==> src/rtl/udc_pkg.sv <==
package udc_pkg;

  typedef enum logic {
    DIR_DOWN = 1'b0,
    DIR_UP   = 1'b1
  } dir_e;

  typedef struct packed {
    logic inc;
    logic dec;
  } step_s;

  // Largest count value of the selected variant.
  function automatic int top_value(input bit decimal, input int width);
    return decimal ? 9 : ((1 << width) - 1);
  endfunction

endpackage

==> src/rtl/udc_rst_sync.sv <==
module udc_rst_sync #(
  parameter int STAGES = 2
) (
  input  logic clk,
  input  logic rst_n,
  output logic rst_n_sync
);

  logic [STAGES-1:0] sync_q;
  logic [STAGES-1:0] sync_nx;

  always_comb begin
    sync_nx = {sync_q[STAGES-2:0], 1'b1};
  end

  always_ff @(posedge clk or negedge rst_n) begin
    if (!rst_n) begin
      sync_q <= '0;
    end else begin
      sync_q <= sync_nx;
    end
  end

  assign rst_n_sync = sync_q[STAGES-1];

endmodule

==> src/rtl/udc_term.sv <==
module udc_term #(
  parameter int               WIDTH   = 4,
  parameter bit               DECIMAL = 1'b0,
  parameter logic [WIDTH-1:0] TOPV    = '1
) (
  input  logic [WIDTH-1:0] cnt,
  output logic             at_top,
  output logic             at_bot
);

  generate
    if (DECIMAL) begin : g_dec
      assign at_top = (cnt == TOPV);
    end else begin : g_bin
      assign at_top = &cnt;
    end
  endgenerate

  assign at_bot = ~|cnt;

endmodule

==> src/rtl/udc_dir.sv <==
module udc_dir (
  input  logic          clk,
  input  logic          rst_n,
  input  logic          clr,
  input  logic          ld,
  input  logic          up_req,
  input  logic          dn_req,
  input  logic          bounce_en,
  input  logic          at_top,
  input  logic          at_bot,
  output udc_pkg::step_s step,
  output udc_pkg::dir_e  dir_q
);
  import udc_pkg::*;

  logic go_up;
  logic turn;
  logic dir_en;
  dir_e dir_nx;

  // Direction actually taken on a bounce step.
  always_comb begin
    if (dir_q == DIR_UP) go_up = ~at_top;
    else                 go_up = at_bot;
  end

  always_comb begin
    if (bounce_en) begin
      step.inc = up_req & go_up;
      step.dec = up_req & ~go_up;
    end else begin
      step.inc = up_req & ~dn_req;
      step.dec = dn_req & ~up_req;
    end
  end

  assign turn = bounce_en & up_req &
                (((dir_q == DIR_UP) & at_top) | ((dir_q == DIR_DOWN) & at_bot));

  always_comb begin
    dir_en = 1'b0;
    dir_nx = dir_q;
    if (clr) begin
      dir_en = 1'b1;
      dir_nx = DIR_UP;
    end else if (!ld && turn) begin
      dir_en = 1'b1;
      dir_nx = (dir_q == DIR_UP) ? DIR_DOWN : DIR_UP;
    end
  end

  always_ff @(posedge clk or negedge rst_n) begin
    if (!rst_n) begin
      dir_q <= DIR_UP;
    end else if (dir_en) begin
      dir_q <= dir_nx;
    end
  end

  // a step at the upper end turns the direction downward
  a_r11_turn_top: assert property (@(posedge clk) disable iff (!rst_n)
    (!clr && !ld && bounce_en && up_req && dir_q == DIR_UP && at_top) |=> dir_q == DIR_DOWN);

  // a step at zero turns the direction upward
  a_r11_turn_bottom: assert property (@(posedge clk) disable iff (!rst_n)
    (!clr && !ld && bounce_en && up_req && dir_q == DIR_DOWN && at_bot) |=> dir_q == DIR_UP);

  // outside bounce mode only a clear moves the direction
  a_r12_dir_frozen: assert property (@(posedge clk) disable iff (!rst_n)
    (!bounce_en && !clr) |=> $stable(dir_q));

  // clear restores upward direction
  a_r2_dir_cleared: assert property (@(posedge clk) disable iff (!rst_n)
    clr |=> dir_q == DIR_UP);

endmodule

==> src/rtl/udc_core.sv <==
module udc_core #(
  parameter int               WIDTH = 4,
  parameter logic [WIDTH-1:0] TOPV  = '1
) (
  input  logic             clk,
  input  logic             rst_n,
  input  logic             clr,
  input  logic             ld,
  input  logic [WIDTH-1:0] ld_val,
  input  udc_pkg::step_s   step,
  output logic [WIDTH-1:0] cnt_q
);

  logic             cnt_en;
  logic [WIDTH-1:0] cnt_nx;

  // Priority: clear, then load, then one count step.
  always_comb begin
    cnt_en = 1'b0;
    cnt_nx = cnt_q;
    if (clr) begin
      cnt_en = 1'b1;
      cnt_nx = '0;
    end else if (ld) begin
      cnt_en = 1'b1;
      cnt_nx = ld_val;
    end else if (step.inc) begin
      cnt_en = 1'b1;
      cnt_nx = (cnt_q >= TOPV) ? '0 : cnt_q + 1'b1;
    end else if (step.dec) begin
      cnt_en = 1'b1;
      cnt_nx = (cnt_q == '0) ? TOPV : cnt_q - 1'b1;
    end
  end

  always_ff @(posedge clk or negedge rst_n) begin
    if (!rst_n) begin
      cnt_q <= '0;
    end else if (cnt_en) begin
      cnt_q <= cnt_nx;
    end
  end

  a_r2_clear_wins: assert property (@(posedge clk) disable iff (!rst_n)
    clr |=> cnt_q == '0);

  a_r3_load_takes: assert property (@(posedge clk) disable iff (!rst_n)
    (!clr && ld) |=> cnt_q == $past(ld_val));

  a_r4_up_step: assert property (@(posedge clk) disable iff (!rst_n)
    (!clr && !ld && step.inc && cnt_q < TOPV) |=> cnt_q == $past(cnt_q) + 1'b1);

  a_r5_down_step: assert property (@(posedge clk) disable iff (!rst_n)
    (!clr && !ld && step.dec && cnt_q != '0) |=> cnt_q == $past(cnt_q) - 1'b1);

  a_r10_over_range_up: assert property (@(posedge clk) disable iff (!rst_n)
    (!clr && !ld && step.inc && cnt_q > TOPV) |=> cnt_q == '0);

endmodule

==> src/rtl/updown_ctr.sv <==
module updown_ctr #(
  parameter int WIDTH   = 4,
  parameter bit DECIMAL = 1'b0
) (
  input  logic             clk,
  input  logic             rst_n,
  input  logic             clr,
  input  logic             ld,
  input  logic [WIDTH-1:0] ld_val,
  input  logic             up_req,
  input  logic             dn_req,
  input  logic             bounce_en,
  output logic [WIDTH-1:0] cnt_q,
  output logic             dir_q,
  output logic             carry_o,
  output logic             borrow_o
);
  import udc_pkg::*;

  localparam logic [WIDTH-1:0] TOPV = WIDTH'(top_value(DECIMAL, WIDTH));

  logic  rst_n_int;
  logic  at_top;
  logic  at_bot;
  step_s step;
  dir_e  dir_st;

  udc_rst_sync #(.STAGES(2)) u_rst (
    .clk        (clk),
    .rst_n      (rst_n),
    .rst_n_sync (rst_n_int)
  );

  udc_term #(.WIDTH(WIDTH), .DECIMAL(DECIMAL), .TOPV(TOPV)) u_term (
    .cnt    (cnt_q),
    .at_top (at_top),
    .at_bot (at_bot)
  );

  udc_dir u_dir (
    .clk       (clk),
    .rst_n     (rst_n_int),
    .clr       (clr),
    .ld        (ld),
    .up_req    (up_req),
    .dn_req    (dn_req),
    .bounce_en (bounce_en),
    .at_top    (at_top),
    .at_bot    (at_bot),
    .step      (step),
    .dir_q     (dir_st)
  );

  udc_core #(.WIDTH(WIDTH), .TOPV(TOPV)) u_core (
    .clk    (clk),
    .rst_n  (rst_n_int),
    .clr    (clr),
    .ld     (ld),
    .ld_val (ld_val),
    .step   (step),
    .cnt_q  (cnt_q)
  );

  assign dir_q    = dir_st;
  assign carry_o  = step.inc & at_top;
  assign borrow_o = step.dec & at_bot;

  // carry announces a wrap to zero
  a_r8_carry_wraps: assert property (@(posedge clk) disable iff (!rst_n_int)
    (carry_o && !clr && !ld) |=> cnt_q == '0);

  // borrow announces a wrap to the top value
  a_r9_borrow_wraps: assert property (@(posedge clk) disable iff (!rst_n_int)
    (borrow_o && !clr && !ld) |=> cnt_q == TOPV);

  // both strobes together hold the count
  a_r6_both_hold: assert property (@(posedge clk) disable iff (!rst_n_int)
    (!clr && !ld && !bounce_en && up_req && dn_req) |=> cnt_q == $past(cnt_q));

  // terminal flags silent in bounce mode
  a_r12_bounce_quiet: assert property (@(posedge clk) disable iff (!rst_n_int)
    bounce_en |-> (!carry_o && !borrow_o));

  // never fire together
  a_r8_flags_exclusive: assert property (@(posedge clk) disable iff (!rst_n_int)
    !(carry_o && borrow_o));

endmodule

==> config.mk <==
export PLATFORM = sky130hd
export DESIGN_NAME = updown_ctr
export DESIGN_NICKNAME = d
export VERILOG_FILES = /design/src/rtl/udc_pkg.sv /design/src/rtl/udc_rst_sync.sv /design/src/rtl/udc_term.sv /design/src/rtl/udc_dir.sv /design/src/rtl/udc_core.sv /design/src/rtl/updown_ctr.sv
export SDC_FILE = /design/constraint.sdc
export NUM_CORES = 1
export LEC_CHECK = 0
export BUFFER_PORTS_ARGS = -buffer_cell sky130_fd_sc_hd__buf_2
export CAP_MARGIN = 10
export CORE_AREA = 3 3 40 42
export DETAILED_ROUTE_END_ITERATION = 16
export DIE_AREA = 0 0 43 45
export PLACE_DENSITY = 0.74
export SETUP_SLACK_MARGIN = 0.05
export SYNTH_ARGS = -nofsm -noshare
export SYNTH_HDL_FRONTEND = slang
export SYNTH_SLANG_ARGS = --single-unit
==> constraint.sdc <==
create_clock -name clk -period 1.6 [get_ports clk]
set_input_delay 0.16 -clock clk [delete_from_list [all_inputs] [get_ports clk]]
set_output_delay 0.16 -clock clk [all_outputs]
set_load 0.02 [all_outputs]
# Yosys cells after proc, flatten, opt, wreduce, memory -nomap -nowiden
# Index checks and enable logic that the tools add are counted.
# word_totals
ram_bits	0
out_inout_bits	7
regBits	7
memories	0
romBits	0
latch_bits	0
input_bits	11
# classes
n_mux	17
magnitude_cmp	1
bitwise_logic	16
n_reduce_logical	10
mul	0
n_eq_ne	0
addsub	2
div_mod_pow	0
n_shift	0
# op_table
operator	count
2-to-1 mux 4 bit	6
AND 1 bit	10
2-to-1 mux 1 bit	10
inverter 1 bit	5
adder 4 x 1 -> 4 bit (second input constant)	1
greater-or-equal comparator 4 bit (second input constant)	1
zero test 4 bit	1
AND reduction 2 bit	2
AND reduction 4 bit	1
nonzero test 4 bit	1
OR reduction 4 bit	1
subtractor 4 x 1 -> 4 bit (second input constant)	1
zero test 1 bit	2
2-to-1 mux 2 bit	1
nonzero test 2 bit	1
logical AND 1 bit	1
bitwise OR 1 bit	1

# Depth between registers and ports, before layout
# Gate-level depths: netlist of the first run.
# logic_depth
word_depth	11
depth_mapped	7
ltp_nobuf	7

# Modules after synthesis
# From an unflattened synthesis of the first run, not the netlist that was laid out.
# hier_totals
hier_cells	65
area_unflattened_um2	581.8
# modules_own_cells
mod	cells_per_inst	instances	area_each_um2
udc_core	44	1	375.4
udc_dir	14	1	117.6
udc_rst_sync	3	1	53.8
udc_term	2	1	22.5
updown_ctr	2	1	12.5

# Worst setup path before layout of the first run
# No wires, ideal clock.
# synth_timing
kind	reg-to-reg
start	register u_core.cnt_q[0]
end	register u_core.cnt_q[2]
arrival_time_ps	1939
synth_period_minus_slack_ps	2067
required_time_ps	1471
setup_time_ps	129
n_path_buf	0
slack_ps	-467
path_stages_with_launch	8
path_cell_list	dfrtp_1 > inv_1 > ha_1 > nor2b_1 > o311ai_2 > mux2_2 > a221oi_2 > a21oi_1
# synth_between
elab_chain_cells	11
# synth_rtl
item	line_no	source
start, declared	udc_core.sv:11	output logic [WIDTH-1:0] cnt_q
start signal, assigned	udc_core.sv:40	cnt_q <= cnt_nx;
OR reduction 4 bit or AND reduction 4 bit (tied branches)	udc_term.sv:19, udc_term.sv:15	
zero test 1 bit or inverter 1 bit (tied branches)	udc_term.sv:19, udc_dir.sv:23	
2-to-1 mux 1 bit	udc_dir.sv:23	if (dir_q == DIR_UP) go_up = ~at_top;
inverter 1 bit	udc_dir.sv:30	step.dec = up_req & ~go_up;
AND 1 bit	udc_dir.sv:30	
2-to-1 mux 2 bit	udc_dir.sv:28	if (bounce_en) begin
2-to-1 mux 1 bit	udc_core.sv:30	end else if (step.dec) begin
2-to-1 mux 1 bit	udc_core.sv:27	end else if (step.inc) begin
2-to-1 mux 1 bit	udc_core.sv:24	end else if (ld) begin
2-to-1 mux 1 bit	udc_core.sv:21	if (clr) begin
AND reduction 2 bit (no line)	-	
# Parallel ways exist; a longest one is shown, timed or not. The select of a mux whose other input is x is not followed.
# A chain may end at the register's enable or synchronous reset.

# Worst setup path after layout of the first run
# layout_timing
start	register u_core.cnt_q[0]
end	register u_core.cnt_q[0]
# The elaborated chain is that of the path after synthesis.

==> metrics.yaml, run 1 <==
routed_via_density: 5.532
finalWorstSetupSlack_ns: -0.2559
most_used_flip_flop_cell_after_synthesis: "dfrtp_1"
detailedRoute.firstIterationViolations: 7
cap_violations: 0
die_width_um: 43
grt-ovfl-total: 0
initial_standard_cell_utilization_of_the_core_pct: 43.82
grt_antenna_before_repair: 0
cp_data_required_time_ns: 1.75
areaGrowthSynthToFinish_pct: 80.67
timing.critical_path.mode_cell: "buf_6"
grt_setup_unrepaired: "true"
leading_cell_type_in_the_layout_fill_and_taps_excluded: "buf_4"
fmax_ghz: 0.5388
dieHeight_um: 45
r2r-end: "u_core.cnt_q[0]$_DFFE_PN0P_"
cts_made_buffers: 3
reg2reg_setup_slack_ns: -0.26
die_area_sq_mm: 0.001935
worst-endpoint-arrival_ns: 2.01
tritoncts_clock_tree: "built"
report.final.setup_viol: 6
failed_checks: "negative setup slack"
num_rows: 13
r2r-start: "u_core.cnt_q[0]$_DFFE_PN0P_"
final-max-slew-violation-count: 0
power.density_mw_per_mm2: 723.9
crit_slowest_cell: "dfrtp_2"
timing.critical_path.fanout_max: 4
reg2regPathDepth: 9
finalHoldViolations: 0
yosysUniqueCellTypes: 35
final_nets: 123
grt_pass1_wl_um: 3408
cts_num_sinks: 7
post_synth_instance_area_sq_um: 563.0
max-vdd-ir-drop_mv: 0.5264
finalSetupTns_ns: -1.274
final_period_minus_worst_setup_slack_ns: 1.856
mappedNetlistNets: 77
detail_route.first_pass.iterations: 4
ctsLongestPathBuffers: 2
synth-edff-count: 0
place.detailed.hpwl_um: 1362
number_of_synthesized_register_bits: 7
post_drt_wl_per_cell_um: 16.76
crit_path_end_kind: "register"
worst_path_buf_inv: 3
place.gp.congestion: 0.7538
gr-usage-all-layers_pct: 24.33
routed_wirelength_um: 2078
floorplan.core_area_sq_mm: 0.001285
port-buffer-count: 17
static_leak_nw: 0.4777
antenna_cells_inserted: 0
crit_family: "compound AO/OA/AOI/OAI gates"
final_layout_size_suffix_gt1_share_pct: 61.47
grt_pass1_vias: 711
setup_clock_skew_after_layout_ns: 0.005791
critPathKind: "reg -> reg"
synth_seq_area_share_pct: 31.33
num_io_pins: 18
period_share_pct: 116.0
grt_start_max_net_pins: 10
dpl-instance-area_sq_um: 830.8
clock-root-buffer: "clkbuf_4"
drc: 0
hp-class: "reg -> async"
totalPowerFinal_w: 0.0007364
htreeDepth: 1
layout_common_cells: "buf_4, buf_2, nor2_1"
setup.worst_path.start_class: "register"
design_area_sq_mm: 0.001017
post_synth.cell_area_avg_sq_um: 8.798
outcome: "complete, but fails checks"
critPathMaxStageDelay_ns: 0.42
asyncSetResetFlopFracSynth_pct: 100.0
critical_path.cell_chain: "buf_6 -> inv_4 -> ha_4 -> buf_6 -> nand2b_1 -> a211o_1 -> a211oi_2 -> a21oi_1 -> o31ai_1"
clock_insertion_delay_worst_skew_ns: 0.27
dr_total_vias: 686
synthesis.instances: 64
ys.warnings.count: 0
ant_nets: 0
path_clk_slew_ns: 0.06
-- Yosys cell counts, types with 2 or more instances --
library cell | n | area, sq um
dfrtp_1 | 6 | 150.1
inv_1 | 6 | 22.52
nor2_1 | 6 | 22.52
a21oi_1 | 5 | 25.02
nand2_1 | 3 | 11.26
a31oi_1 | 2 | 12.51
ha_1 | 2 | 25.02
mux2i_1 | 2 | 20.02
nand2b_1 | 2 | 12.51
nor2b_1 | 2 | 12.51
o21bai_1 | 2 | 15.01
o31ai_1 | 2 | 15.01
xnor2_1 | 2 | 17.52
-- what timing repair did --
action	in CTS	in global routing
setup buffers	4	4
endpoints found under the setup margin	6	6
endpoints found under the hold margin	2	0
hold buffers	1	0
pin swaps	7	5
resized for setup	13	5
-- kinds of logic (layout without fill, tap and decap cells) --
kind of cell / count (synthesis) / count (layout) / synth area share, %
XOR/XNOR: 2 / 2 / 3.112
buffers and inverters: 8 / 53 / 5.332
flip-flops: 7 / 7 / 31.33
AND/OR/NAND/NOR: 18 / 18 / 17.33
other: 1 / 1 / 0.6660
adder cells (fa/ha/maj): 2 / 2 / 4.444
AO/OA/AOI/OAI: 23 / 23 / 32.22
multiplexers: 3 / 3 / 5.556
-- routing by layer --
metal / global-route usage [%] / vias up / wire [um]
li1: - / 325 / -
met1: 27.59 / 328 / 847
met2: 39.52 / 24 / 1051
met3: 5.179 / 9 / 91
met4: 19.88 / 0 / 87
met5: 0 / - / 0
-- power by group --
part	internal [W]	total (W)	switching [W]	leakage, nW
Sequential	0.000194	0.000218	0.0000235	0.0828
Clock	0.0000924	0.000175	0.0000830	0.0177
Combinational	0.000174	0.000343	0.000169	0.377
-- worst max-delay path by stage --
stage                                 from                     endpoint  depth (start not counted)
2_1_floorplan  u_core.cnt_q[0]$_DFFE_PN0P_  u_core.cnt_q[2]$_DFFE_PN0P_                          7
3_3_place_gp   u_core.cnt_q[0]$_DFFE_PN0P_  u_core.cnt_q[2]$_DFFE_PN0P_                          7
3_5_place_dp   u_core.cnt_q[0]$_DFFE_PN0P_  u_core.cnt_q[2]$_DFFE_PN0P_                          7
4_1_cts        u_core.cnt_q[0]$_DFFE_PN0P_                     borrow_o                          8
5_1_grt        u_core.cnt_q[0]$_DFFE_PN0P_                     borrow_o                          8
6_report       u_core.cnt_q[0]$_DFFE_PN0P_  u_core.cnt_q[0]$_DFFE_PN0P_                          9
-- worst register-to-register path, stage by stage (launching register included) --
cell	delay, ns
dfrtp_2	0.42
buf_6	0.12
inv_4	0.05
ha_4	0.14
buf_6	0.11
nand2b_1	0.07
a211o_1	0.28
a211oi_2	0.19
a21oi_1	0.09
o31ai_1	0.28
-- sequential cells by signal, summed over array words and instances (netlist names) --
signal	count
u_core.cnt_q	4
u_dir.dir_q	1
u_rst.sync_q	2
-- metrics by stage --
stage | hold WS (ns) | std cells | setup slack, ns | utilization (%)
floorplan | -0.1356 | 64 | -0.2721 | -
global route | 0.1078 | 124 | -0.3049 | 79.16
CTS | 0.08942 | 120 | -0.2225 | 74.88
detailed placement | -0.05411 | 111 | -0.1955 | 64.65
global placement | -0.05492 | 111 | -0.1326 | 64.65
finish | 0.08652 | 124 | -0.2559 | 79.16
-- area by class of cell --
| type | instances | area (sq um) |
|---|---|---|
| repair buffers | 42 | 291.5 |
| clock inverters | 1 | 5.005 |
| flip-flops and latches | 7 | 178.9 |
| well taps | 15 | 18.77 |
| clock buffers | 3 | 22.52 |
| inverters | 7 | 28.78 |
| fillers | 85 | 267.8 |
| multi-input cells | 49 | 471.7 |
Note: power is estimated with default switching activity, not from simulation.
==> run 2: changes to the inputs <==
CTS_BUF_LIST = sky130_fd_sc_hd__clkbuf_4 sky130_fd_sc_hd__clkbuf_8   (was not set)
PLACE_DENSITY = 0.68   (was 0.74)
==> metrics.yaml, run 2 (synthesis results as in run 1) <==
crit_path_end_kind: "register"
routed_wirelength_um: 1880  # -9.5%
gr-usage-all-layers_pct: 19.55  # -4.8 points
cts_num_sinks: 7  # unchanged
post_drt_wl_per_cell_um: 15.16  # -9.5%
setup.worst_path.start_class: "register"
layout_common_cells: "buf_4, buf_2, nor2_1"
place.gp.congestion: 0.8111  # +7.6%
final_period_minus_worst_setup_slack_ns: 1.859  # +0.003390 ns
initial_standard_cell_utilization_of_the_core_pct: 43.82  # unchanged
clock_insertion_delay_worst_skew_ns: 0.27  # about the same
detailedRoute.firstIterationViolations: 16  # +9
die_area_sq_mm: 0.001935  # unchanged
max-vdd-ir-drop_mv: 0.7163  # +36%
floorplan.core_area_sq_mm: 0.001285  # unchanged
dieHeight_um: 45  # unchanged
failed_checks: "negative setup slack"
cp_data_required_time_ns: 1.76  # about the same
finalHoldViolations: 0  # unchanged
critPathKind: "reg -> reg"
dr_total_vias: 705  # +2.8%
grt_pass1_wl_um: 2739  # -20%
largest-register: "u_core.cnt_q"
clock-root-buffer: "clkbuf_4"
path_clk_slew_ns: 0.06  # about the same
critPathMaxStageDelay_ns: 0.42  # about the same
totalPowerFinal_w: 0.0007575  # +2.9%
ant_nets: 0  # unchanged
worst-endpoint-arrival_ns: 2.02  # about the same
fmax_ghz: 0.5379  # -0.18%
outcome: "complete, but fails checks"
tritoncts_clock_tree: "built"
final-max-slew-violation-count: 0  # unchanged
antenna_cells_inserted: 0  # unchanged
dpl-instance-area_sq_um: 830.8  # unchanged
grt_antenna_before_repair: 0  # unchanged
drc: 0  # unchanged
grt_pass1_vias: 626  # -12%
grt_start_max_net_pins: 10  # unchanged
final_layout_size_suffix_gt1_share_pct: 60.55  # -0.92 points
leading_cell_type_in_the_layout_fill_and_taps_excluded: "buf_4"
areaGrowthSynthToFinish_pct: 81.11
final_nets: 123  # unchanged
power.density_mw_per_mm2: 742.8  # +2.6%
report.final.setup_viol: 6  # unchanged
num_rows: 13  # unchanged
num_io_pins: 18  # unchanged
detail_route.first_pass.iterations: 6  # +2
crit_slowest_cell: "dfrtp_2"
setup_clock_skew_after_layout_ns: 0.01165  # +0.005856 ns
cap_violations: 0  # unchanged
grt_setup_unrepaired: "true"
die_width_um: 43  # unchanged
grt-ovfl-total: 0  # unchanged
period_share_pct: 116.2  # +0.21 points
hp-class: "reg -> async"
finalWorstSetupSlack_ns: -0.2592  # -0.003390 ns
place.detailed.hpwl_um: 1246  # -8.5%
static_leak_nw: 0.4798  # +0.45%
largestRegisters: "u_core.cnt_q: 4 flops, u_rst.sync_q: 2 flops, u_dir.dir_q: 1 flops"
largest_register_ff_count: 4  # unchanged
routed_via_density: 5.685  # +2.8%
design_area_sq_mm: 0.001020  # +0.25%
ctsLongestPathBuffers: 2  # unchanged
port-buffer-count: 17  # unchanged
cts_made_buffers: 3  # unchanged
critical_path.cell_chain: "buf_6 -> inv_4 -> ha_4 -> nor2b_4 -> o311ai_4 -> buf_4 -> a21oi_4 -> xnor2_1 -> o31a_1"
timing.critical_path.fanout_max: 3  # -1
htreeDepth: 1  # unchanged
-- run 2: worst max-delay path, delay by kind of cell (launching register included) --
family | cells | cell delay, ns
flip-flops | 1 | 0.42
XOR/XNOR | 1 | 0.10
AO/OA/AOI/OAI | 3 | 0.55
AND/OR/NAND/NOR | 1 | 0.20
adder cells (fa/ha/maj) | 1 | 0.13
buffers and inverters | 3 | 0.34
-- run 2: what timing repair did --
item | CTS | global route
gates resized for setup | 14 | 4
endpoints found under the hold margin | 2 | 0
pin swaps | 9 | 5
endpoints found under the setup margin | 7 | 6
hold buffers | 1 | 0
setup buffers | 5 | 3
-- run 2: final cells by class --
type,instances,area [sq um]
Multi-Input combinational cell,49,467.9
Timing Repair Buffer,42,295.3
Fill cell,85,265.3
Sequential cell,7,178.9
Clock buffer,4,30.03
Inverter,7,28.78
Tap cell,15,18.77
-- run 2: through the flow --
step	setup WS (ns)	cells	setup TNS (ns)	util, %	hold slack, ns
floorplan	-0.2721	64	-0.6555	-	-0.1356
global placement	-0.1475	111	-0.5707	64.65	-0.05463
detailed placement	-0.1858	111	-0.5794	64.65	-0.05458
CTS	-0.2023	121	-0.8175	75.56	0.08647
global route	-0.3091	124	-1.501	79.36	0.1039
finish	-0.2592	124	-1.070	79.36	0.08069
-- run 2: where the power goes --
group / switching, W / total, W / internal, W
sequential: 0.0000203 / 0.000215 / 0.000194
clock: 0.0000794 / 0.000192 / 0.000113
combinational: 0.000171 / 0.000350 / 0.000179
-- run 2: worst paths after layout --
check	start	to	slack, ns	cells past startpoint
max	u_core.cnt_q[0]$_DFFE_PN0P_	u_core.cnt_q[1]$_DFFE_PN0P_	-0.26	9
min	u_rst.sync_q[1]$_DFF_PN0_	u_core.cnt_q[0]$_DFFE_PN0P_	0.08	0
max reg2reg	u_core.cnt_q[0]$_DFFE_PN0P_	u_core.cnt_q[1]$_DFFE_PN0P_	-0.26	9
min reg2reg	u_rst.sync_q[1]$_DFF_PN0_	u_core.cnt_q[0]$_DFFE_PN0P_	0.08	0
max in group asynchronous	u_rst.sync_q[1]$_DFF_PN0_	u_dir.dir_q$_DFFE_PN1P_	1.25	0
min in group clk	ld_val[3]	u_core.cnt_q[3]$_DFFE_PN0P_	0.16	3
-- run 2: per-layer routing --
layer  vias up  global-route usage (%)  share of wire (%)
met1       343                   22.91                 42
met4         0                   11.45                2.0
li1        327                       -                  -
met2        31                   32.63                 50
met5         -                       0                  0
met3         4                   4.781                6.2
==> run 3: changes to the inputs <==
HOLD_SLACK_MARGIN = 0.1   (was not set)
==> metrics.yaml, run 3 (synthesis results as in run 1) <==
cellInternalPower_w: 0.0004987  # +2.5%
report.final.setup_viol: 6  # unchanged
final_nets: 125  # +1.6%
floorplan.core_area_sq_mm: 0.001285  # unchanged
detailedRoute.firstIterationViolations: 19  # +3
num_rows: 13  # unchanged
die_area_sq_mm: 0.001935  # unchanged
largestRegisters: "u_core.cnt_q: 4 flops, u_rst.sync_q: 2 flops, u_dir.dir_q: 1 flops"
finalWorstSetupSlack_ns: -0.2936  # -0.03435 ns
grt_start_max_net_pins: 10  # unchanged
timing.critical_path.fanout_max: 3  # unchanged
crit_path_end_kind: "register"
dieHeight_um: 45  # unchanged
power_frac_seq_pct: 27.6  # -0.7 points
routed_wirelength_um: 1903  # +1.2%
layout.filler_cells: 85  # unchanged
worst-endpoint-arrival_ns: 2.03  # about the same
cp-endpoint: "u_core.cnt_q[3]$_DFFE_PN0P_"
antenna_cells_inserted: 0  # unchanged
drc: 0  # unchanged
placed_cells: 111  # unchanged
ctsLongestPathBuffers: 2  # unchanged
static_leak_nw: 0.4934  # +2.8%
period_share_pct: 118.4  # +2.1 points
grt_antenna_before_repair: 0  # unchanged
r2r-start: "u_core.cnt_q[0]$_DFFE_PN0P_"
cts_made_buffers: 3  # unchanged
timing.critical_path.from: "u_core.cnt_q[0]$_DFFE_PN0P_"
num_io_pins: 18  # unchanged
largest_register_ff_count: 4  # unchanged
grt_pass1_vias: 622  # -0.64%
reg2reg_setup_slack_ns: -0.29  # -0.03 ns
initial_standard_cell_utilization_of_the_core_pct: 43.82  # unchanged
fmax_ghz: 0.5281  # -1.8%
place.detailed.hpwl_um: 1246  # unchanged
largest-register: "u_core.cnt_q"
layout_common_cells: "buf_4, buf_2, nor2_1"
finalHoldViolations: 0  # unchanged
power.density_mw_per_mm2: 736.8  # -0.82%
power_switching_w: 0.0002738  # +1.1%
final-max-slew-violation-count: 0  # unchanged
hp-class: "in -> reg"
pwr-share-clk_pct: 24.8  # -0.6 points
grt_setup_unrepaired: "true"
tritoncts_clock_tree: "built"
htreeDepth: 1  # unchanged
critPathKind: "reg -> reg"
routed_via_density: 5.508  # -3.1%
final-instance-count-excl-fill: 126  # +1.6%
grt_pass1_wl_um: 2760  # +0.77%
die_width_um: 43  # unchanged
path_clk_slew_ns: 0.06  # about the same
outcome: "complete, but fails checks"
dr_total_vias: 694  # -1.6%
final_period_minus_worst_setup_slack_ns: 1.894  # +0.03435 ns
gr-usage-all-layers_pct: 19.80  # +0.25 points
final_layout_size_suffix_gt1_share_pct: 61.26  # +0.71 points
leading_cell_type_in_the_layout_fill_and_taps_excluded: "buf_4"
ant_nets: 0  # unchanged
grt-ovfl-total: 0  # unchanged
switching_share_pct: 35.44  # -0.31 points
detail_route.first_pass.iterations: 4  # -2
areaGrowthSynthToFinish_pct: 86.22
pre_cts_ws_ns: -0.1858  # unchanged
clock-root-buffer: "clkbuf_4"
port-buffer-count: 17  # unchanged
utilization_pct: 81.60  # +2.2 points
cts_num_sinks: 7  # unchanged
post_drt_wl_per_cell_um: 15.10  # -0.38%
max-vdd-ir-drop_mv: 0.7057  # -1.5%
place.gp.congestion: 0.8111  # unchanged
failed_checks: "negative setup slack"
r2r-end: "u_core.cnt_q[3]$_DFFE_PN0P_"
setup.worst_path.start_class: "register"
setup_clock_skew_after_layout_ns: 0.01252  # +0.0008742 ns
combPwrFrac_pct: 47.6  # +1.3 points
cp_data_required_time_ns: 1.74  # -0.02 ns
clock_insertion_delay_worst_skew_ns: 0.27  # about the same
reg2regPathDepth: 9  # unchanged
cap_violations: 0  # unchanged
fin_worst_hold_slack_ns: 0.1649  # +0.08424 ns
run 3: power groups by stage:
stage | Combinational (W) | Sequential (W) | Clock [W]
2_1_floorplan | 0.000139 | 0.000237 | 0
3_3_place_gp | 0.000273 | 0.000218 | 0
3_5_place_dp | 0.000278 | 0.000218 | 0
4_1_cts | 0.000327 | 0.000212 | 0.000194
5_1_grt | 0.000386 | 0.000216 | 0.000207
6_report | 0.000367 | 0.000214 | 0.000192
run 3: routing by layer:
| layer | part of all wire, % | wire, um | global-route usage [%] |
|---|---|---|---|
| met2 | 51 | 964 | 34.43 |
| met3 | 4.9 | 94 | 4.781 |
| met1 | 42 | 807 | 21.92 |
| met5 | 0 | 0 | 0 |
| met4 | 1.9 | 37 | 12.05 |
run 3: layout make-up:
cell class	count	area [sq um]	area share, %
multi-input combinational	49	475.5	45.35
timing repair buffer	44	316.6	30.19
sequential	7	178.9	17.06
clock buffer	4	30.03	2.864
inverter	7	28.78	2.745
tap	15	18.77	1.790
run 3: how the worst min path moves through the flow:
| stage | endpoint | cells after the start | slack, ns | start |
|---|---|---|---|---|
| after floorplan | u_rst.sync_q[0]$_DFF_PN0_ | 0 | -0.14 | rst_n |
| after global placement | u_rst.sync_q[0]$_DFF_PN0_ | 1 | -0.05 | rst_n |
| after detailed placement | u_rst.sync_q[0]$_DFF_PN0_ | 1 | -0.05 | rst_n |
| after CTS | u_core.cnt_q[3]$_DFFE_PN0P_ | 3 | 0.16 | ld_val[3] |
| after global routing | u_core.cnt_q[0]$_DFFE_PN0P_ | 2 | 0.18 | clr |
| final | u_core.cnt_q[3]$_DFFE_PN0P_ | 3 | 0.16 | ld_val[3] |
run 3: worst max-delay path: stages, from the launching register on:
cell and delay, ns:
dfrtp_2 0.43, buf_6 0.13, inv_4 0.06, ha_4 0.13
nor2b_4 0.20, o311ai_4 0.12, buf_4 0.17, a21oi_4 0.18
mux2i_1 0.26, o31ai_1 0.08
run 3: through the flow:
step | cell area [sq um] | setup TNS (ns) | power [W]
2_1_floorplan | 610.6 | -0.6555 | 0.0003758
3_3_place_gp | 830.8 | -0.5707 | 0.0004911
3_5_place_dp | 830.8 | -0.5794 | 0.0004957
4_1_cts | 980.9 | -0.8175 | 0.0007333
5_1_grt | 1049 | -1.609 | 0.0008091
6_report | 1049 | -1.276 | 0.0007725
run 3: what timing repair did:
action                                  in CTS  in global routing
gates resized for setup                     14                  6
gates cloned                                 0                  0
buffers inserted                             5                  4
pin swaps                                    9                  5
hold endpoints to repair                     6                  0
endpoints found under the setup margin       7                  6
hold buffers                                 2                  0
